==> src/rtl/regguard_pkg.sv <==
package regguard_pkg;

  localparam int          SEQ_LEN     = 4;
  localparam int          WD_CNT_W    = 7;
  localparam int          WD_EN_BIT   = 7;
  localparam logic [7:0]  KEY_EXIT    = 8'h35;
  localparam logic [7:0]  KEY_RD_OPEN = 8'hFF;
  localparam logic [7:0]  KEY_RD_SHUT = 8'h00;

  // Expected byte at each position of the pass sequence.
  function automatic logic [7:0] key_byte(input logic [1:0] pos);
    case (pos)
      2'd0:    key_byte = 8'h32;
      2'd1:    key_byte = 8'h5D;
      2'd2:    key_byte = 8'h42;
      default: key_byte = 8'hAC;
    endcase
  endfunction

endpackage

==> src/rtl/regguard_keyfsm.sv <==
module regguard_keyfsm
  import regguard_pkg::*;
(
  input  logic       clk,
  input  logic       rst_n,
  input  logic       clr,
  input  logic       key_wr,
  input  logic [7:0] key_data,
  output logic       unlocked
);

  logic [1:0] stage_q, stage_d;
  logic       open_q,  open_d;

  always_comb begin
    stage_d = stage_q;
    open_d  = open_q;
    if (clr) begin
      stage_d = 2'd0;
      open_d  = 1'b0;
    end else if (key_wr) begin
      if (key_data == KEY_EXIT) begin
        stage_d = 2'd0;
        open_d  = 1'b0;
      end else if (!open_q) begin
        if (key_data == key_byte(stage_q)) begin
          if (stage_q == 2'(SEQ_LEN - 1)) begin
            stage_d = 2'd0;
            open_d  = 1'b1;
          end else begin
            stage_d = stage_q + 2'd1;
          end
        end else if (key_data == key_byte(2'd0)) begin
          stage_d = 2'd1;
        end else begin
          stage_d = 2'd0;
        end
      end
    end
  end

  always_ff @(posedge clk or negedge rst_n) begin
    if (!rst_n) begin
      stage_q <= 2'd0;
      open_q  <= 1'b0;
    end else begin
      stage_q <= stage_d;
      open_q  <= open_d;
    end
  end

  assign unlocked = open_q;

endmodule

==> src/rtl/regguard_wdog.sv <==
module regguard_wdog
  import regguard_pkg::*;
#(
  parameter  int PRESC_DIV = 4,
  localparam int PW        = (PRESC_DIV > 1) ? $clog2(PRESC_DIV) : 1
) (
  input  logic       clk,
  input  logic       rst_n,
  input  logic       clr,
  input  logic       load,
  input  logic [7:0] load_data,
  input  logic       tick,
  output logic       expire
);

  localparam logic [PW-1:0] PLAST = PW'(PRESC_DIV - 1);

  logic                en_q,   en_d;
  logic [WD_CNT_W-1:0] cnt_q,  cnt_d;
  logic [PW-1:0]       pre_q,  pre_d;

  always_comb begin
    en_d   = en_q;
    cnt_d  = cnt_q;
    pre_d  = pre_q;
    expire = 1'b0;
    if (clr) begin
      en_d = 1'b0;
    end else if (load) begin
      en_d  = load_data[WD_EN_BIT];
      cnt_d = load_data[WD_CNT_W-1:0];
      pre_d = '0;
    end else if (en_q && tick) begin
      if (pre_q == PLAST) begin
        pre_d = '0;
        if (cnt_q == '0) begin
          en_d   = 1'b0;
          expire = 1'b1;
        end else begin
          cnt_d = cnt_q - 1'b1;
        end
      end else begin
        pre_d = pre_q + 1'b1;
      end
    end
  end

  always_ff @(posedge clk or negedge rst_n) begin
    if (!rst_n) begin
      en_q  <= 1'b0;
      cnt_q <= '0;
      pre_q <= '0;
    end else begin
      en_q  <= en_d;
      cnt_q <= cnt_d;
      pre_q <= pre_d;
    end
  end

endmodule

==> src/rtl/regguard_pinsync.sv <==
module regguard_pinsync (
  input  logic clk,
  input  logic rst_n,
  input  logic pin_n,
  input  logic enable,
  output logic hit
);

  logic s1_q, s2_q;

  always_ff @(posedge clk or negedge rst_n) begin
    if (!rst_n) begin
      s1_q <= 1'b1;
      s2_q <= 1'b1;
    end else begin
      s1_q <= pin_n;
      s2_q <= s1_q;
    end
  end

  assign hit = enable & ~s2_q;

endmodule

==> src/rtl/regguard_top.sv <==
module regguard_top
  import regguard_pkg::*;
#(
  parameter int               IDX_W     = 8,
  parameter int               NUM_PROT  = 8,
  parameter logic [IDX_W-1:0] KEY_IDX   = 'h20,
  parameter logic [IDX_W-1:0] WDT_IDX   = 'h21,
  parameter logic [IDX_W-1:0] PIN_IDX   = 'h22,
  parameter int               PRESC_DIV = 4
) (
  input  logic                clk,
  input  logic                rst_n,
  input  logic                wr_en,
  input  logic [IDX_W-1:0]    wr_idx,
  input  logic [7:0]          wr_data,
  input  logic                tick,
  input  logic                ext_clr_n,
  output logic [NUM_PROT-1:0] wr_grant,
  output logic                unlocked,
  output logic [7:0]          key_rdata,
  output logic                clr_pulse
);

  logic key_wr, pass, wdt_load, pin_load;
  logic wd_expire, pin_hit;
  logic clr_q, clr_d;
  logic pin_en_q, pin_en_d;

  assign key_wr   = wr_en && (wr_idx == KEY_IDX);
  assign pass     = wr_en && unlocked && !clr_q;
  assign wdt_load = pass && (wr_idx == WDT_IDX);
  assign pin_load = pass && (wr_idx == PIN_IDX);

  generate
    for (genvar i = 0; i < NUM_PROT; i++) begin : g_grant
      assign wr_grant[i] = pass && (wr_idx == IDX_W'(i));
    end
  endgenerate

  regguard_keyfsm u_key (
    .clk      (clk),
    .rst_n    (rst_n),
    .clr      (clr_q),
    .key_wr   (key_wr),
    .key_data (wr_data),
    .unlocked (unlocked)
  );

  regguard_wdog #(.PRESC_DIV(PRESC_DIV)) u_wdog (
    .clk       (clk),
    .rst_n     (rst_n),
    .clr       (clr_q),
    .load      (wdt_load),
    .load_data (wr_data),
    .tick      (tick),
    .expire    (wd_expire)
  );

  regguard_pinsync u_pin (
    .clk    (clk),
    .rst_n  (rst_n),
    .pin_n  (ext_clr_n),
    .enable (pin_en_q),
    .hit    (pin_hit)
  );

  always_comb begin
    pin_en_d = pin_en_q;
    if (pin_load) pin_en_d = wr_data[0];
    clr_d = wd_expire | pin_hit;
  end

  always_ff @(posedge clk or negedge rst_n) begin
    if (!rst_n) begin
      pin_en_q <= 1'b0;
      clr_q    <= 1'b0;
    end else begin
      pin_en_q <= pin_en_d;
      clr_q    <= clr_d;
    end
  end

  assign clr_pulse = clr_q;
  assign key_rdata = unlocked ? KEY_RD_OPEN : KEY_RD_SHUT;

endmodule

==> config.mk <==
export PLATFORM = sky130hd
export DESIGN_NAME = regguard_top
export DESIGN_NICKNAME = d
export VERILOG_FILES = /design/src/rtl/regguard_pkg.sv /design/src/rtl/regguard_keyfsm.sv /design/src/rtl/regguard_wdog.sv /design/src/rtl/regguard_pinsync.sv /design/src/rtl/regguard_top.sv
export SDC_FILE = /design/constraint.sdc
export NUM_CORES = 1
export LEC_CHECK = 0
export ABC_CLOCK_PERIOD_IN_PS = 6500
export BUFFER_PORTS_ARGS = -buffer_cell sky130_fd_sc_hd__buf_4
export CELL_PAD_IN_SITES_DETAIL_PLACEMENT = 1
export CELL_PAD_IN_SITES_GLOBAL_PLACEMENT = 2
export CORE_UTILIZATION = 29
export DETAILED_ROUTE_END_ITERATION = 10
export GPL_TIMING_DRIVEN = 0
export MAX_ROUTING_LAYER = met4
export PLACE_DENSITY = 0.72
export RECOVER_POWER = 100
export SYNTH_ARGS = -nofsm -noshare
export SYNTH_HDL_FRONTEND = slang
export SYNTH_HIERARCHICAL = 1
export SYNTH_SLANG_ARGS = --single-unit
export TNS_END_PERCENT = 5
==> constraint.sdc <==
create_clock -name clk -period 6.5 [get_ports clk]
set_clock_uncertainty 0.05 [all_clocks]
set_input_delay 1.3 -clock clk [delete_from_list [all_inputs] [get_ports clk]]
set_output_delay 1.3 -clock clk [all_outputs]
set_load 0.02 [all_outputs]
==> reports/qor.csv <==
metric;value;unit
slack of the critical path;2.624;ns
largest cells by area after synthesis;dfrtp_1 (26%), ha_1 (7.8%), nor2_1 (5.7%);
Synth top area share;26.13;%
Slew headroom;36.10;%
post-route ant nets;0;
Final #Nets;234;
ant diodes;0;
worst endpoint required time;5.15;ns
synthesized net count;191;
Cell variety after synth;55;
DRC;0;
fraction of layout cells with a size suffix above 1;26.60;%
critical path data arrival time;2.53;ns
hold path cells;0;
RSZ-0062 raised after global routing;no;
area of placed instances;1805;um^2
pre-CTS setup slack;2.886;ns
via/cell ratio;5.096;
post-CTS repair timing setup buffer count;0;
CP Launch Type;input port;
sequential share of the synthesized area;29.79;%
CTS max path bufs;2;
Post-synth EDFFs;0;
Fin. Hold Viols;0;
router iterations before antenna repair;4;
run status;complete, no violations;
DR iter-0 viols;39;
Overflow after GRT;0;
Worst Max-Slew Pin Slew;0.9584;ns
Post-Syn Instances;161;
Core Region;4755;um^2
pwr dens;116.0;nW/um^2
Setup CP Type;input port to primary output;
leakage power;0.7601;nW
post-synthesis register bit count;17;
Reg clk slew, reported paths;0.07;ns
min Tclk post-route;3.876;ns
Syn Area/Cell;8.922;um^2
Hold WS;0.3152;ns
post_cts resized;0;
first-pass GRT wire length;6637;um
CTS Buf Count;3;
Post-Syn Area;1436;um^2
critical path fanouts, max;4;
Final period util;59.62;%
CTS tree;built;
Worst VDD drop;0.0001072;V
area grow syn2layout;24.91;%
FP Rows;25;
CTS Sinks;17;
initial antenna violation count;0;
drt wl/cell;15.14;um
max frequency;258.0;MHz
via count;1376;
# port buffers;38;
CP Capture Type;primary output;
total routing usage reported by global routing;16.69;%
die width;72.38;um
clk root buf;clkbuf_8;
Post-synth ARST share;100.0;%
CTS hold repair buffers;0;
Clock Latency Late Sink;0.25;ns
worst-case reg-to-reg path depth;7;
TNS Setup;0;ns
worst min-delay path class;flop to flop;
Final HPWL DP;3301;um
vias in the first global route;1377;
largest net degree at the start of global routing;18;
die footprint;5238;um^2
Power Total;208.1;uW
I/O pin count;39;
H-Tree Level Count;1;
Main synth FF type;dfrtp_1;
Final Wtd Congestion;0.8245;
Initial Util;30.21;%
Synth area leader;dfrtp_1;
Final Max Slew Viols;0;
setup violators final;0;
Synth Warn #;6;
final wirelength;4089;um
Max Cap Viol;0;
Final Instance Area;1794;um^2
Die Ht;72.38;um
kinds of logic (layout without fill, tap and decap cells):
| group | after synthesis | after routing | synth area share (%) |
|---|---|---|---|
| simple gates | 83 | 83 | 35.63 |
| xor+xnor | 2 | 2 | 1.220 |
| fa+ha+maj | 9 | 9 | 7.840 |
| compound gates | 31 | 31 | 16.38 |
| buf+inv | 16 | 58 | 6.881 |
| mux | 3 | 3 | 2.265 |
| flops | 17 | 17 | 29.79 |
placed cells by master, fill, tap and decap left out, drive strengths merged, types with 5 or more instances in the layout:
master / n
buf: 26
clkbuf: 26
nor2: 22
dfrtp: 15
nor3: 13
nand2: 10
ha: 9
nor3b: 6
inv: 5
o21ai: 5
a21oi: 5
sequential cells by signal, indices dropped and copies added, names as in the netlist:
register and flops:
clr_pulse 1, pin_en_q 1, u_key/stage_q 2, u_key/unlocked 1, u_pin/s1_q 1, u_pin/s2_q 1
u_wdog/cnt_q 7, u_wdog/en_q 1, u_wdog/pre_q 2
Yosys cell counts (2+ instances only):
cell      number
xor2_1         2
nand2_1       10
o211ai_1       2
nand3b_1       2
and4bb_2       2
nor4b_1        2
nor3b_1        5
dfrtp_1       15
nor2_1        22
a22oi_1        3
ha_1           9
o21ai_0        4
nor4_1         2
dfstp_2        2
nand4b_1       2
inv_1          5
mux2_1         2
a211oi_1       4
nand3_1        2
buf_4          8
nor3_1        12
or2_2          2
nand2b_1       4
or3_1          3
a21oi_1        4
a22o_1         2
metrics by stage:
step	util, %	cells
3_5_place_dp	37.97	266
3_3_place_gp	37.97	266
6_report	37.74	270
5_1_grt	37.74	270
2_1_floorplan	-	161
4_1_cts	38.95	270
path summary, 6_finish.rpt:
check,to,slack (ns),start
min in group asynchronous,u_wdog/pre_q[0],1.12,rst_n
max in group asynchronous,u_wdog/cnt_q[1],4.70,rst_n
hold reg to reg,u_pin/s2_q,0.32,u_pin/s1_q
setup / recovery,wr_grant[4],2.62,wr_idx[4]
hold / removal,u_pin/s2_q,0.32,u_pin/s1_q
setup reg to reg,u_key/stage_q[0],4.01,u_key/stage_q[0]
cell type report:
cell class | instances | area (um^2)
fill | 583 | 2960
multi-input combinational | 128 | 894.6
sequential | 17 | 427.9
timing repair buffer | 38 | 244.0
tap | 67 | 83.83
buffer | 11 | 78.83
clock buffer | 3 | 41.29
inverter | 5 | 18.77
clock inverter | 1 | 5.005
report_power, final:
part           switching, mW  total [mW]  leakage (nW)  internal (mW)
Combinational         0.0111      0.0221         0.525         0.0110
Sequential          0.000421       0.107         0.210          0.107
Clock                 0.0361      0.0786        0.0255         0.0425
worst max-delay path, stage by stage:
cell and delay, ns:
clkbuf_4 0.11, nor3_1 0.38, nand4b_1 0.27, nor3_1 0.20, clkbuf_1 0.26
routing by layer:
metal / track usage (%) / wire length, um / up-vias
met1: 22.21 / 1884 / 688
met3: 2.083 / 83 / 3
li1: - / - / 671
met2: 27.62 / 2101 / 14
met5: - / 0 / -
met4: 2.614 / 19 / 0
(Power assumes the default switching activity.)
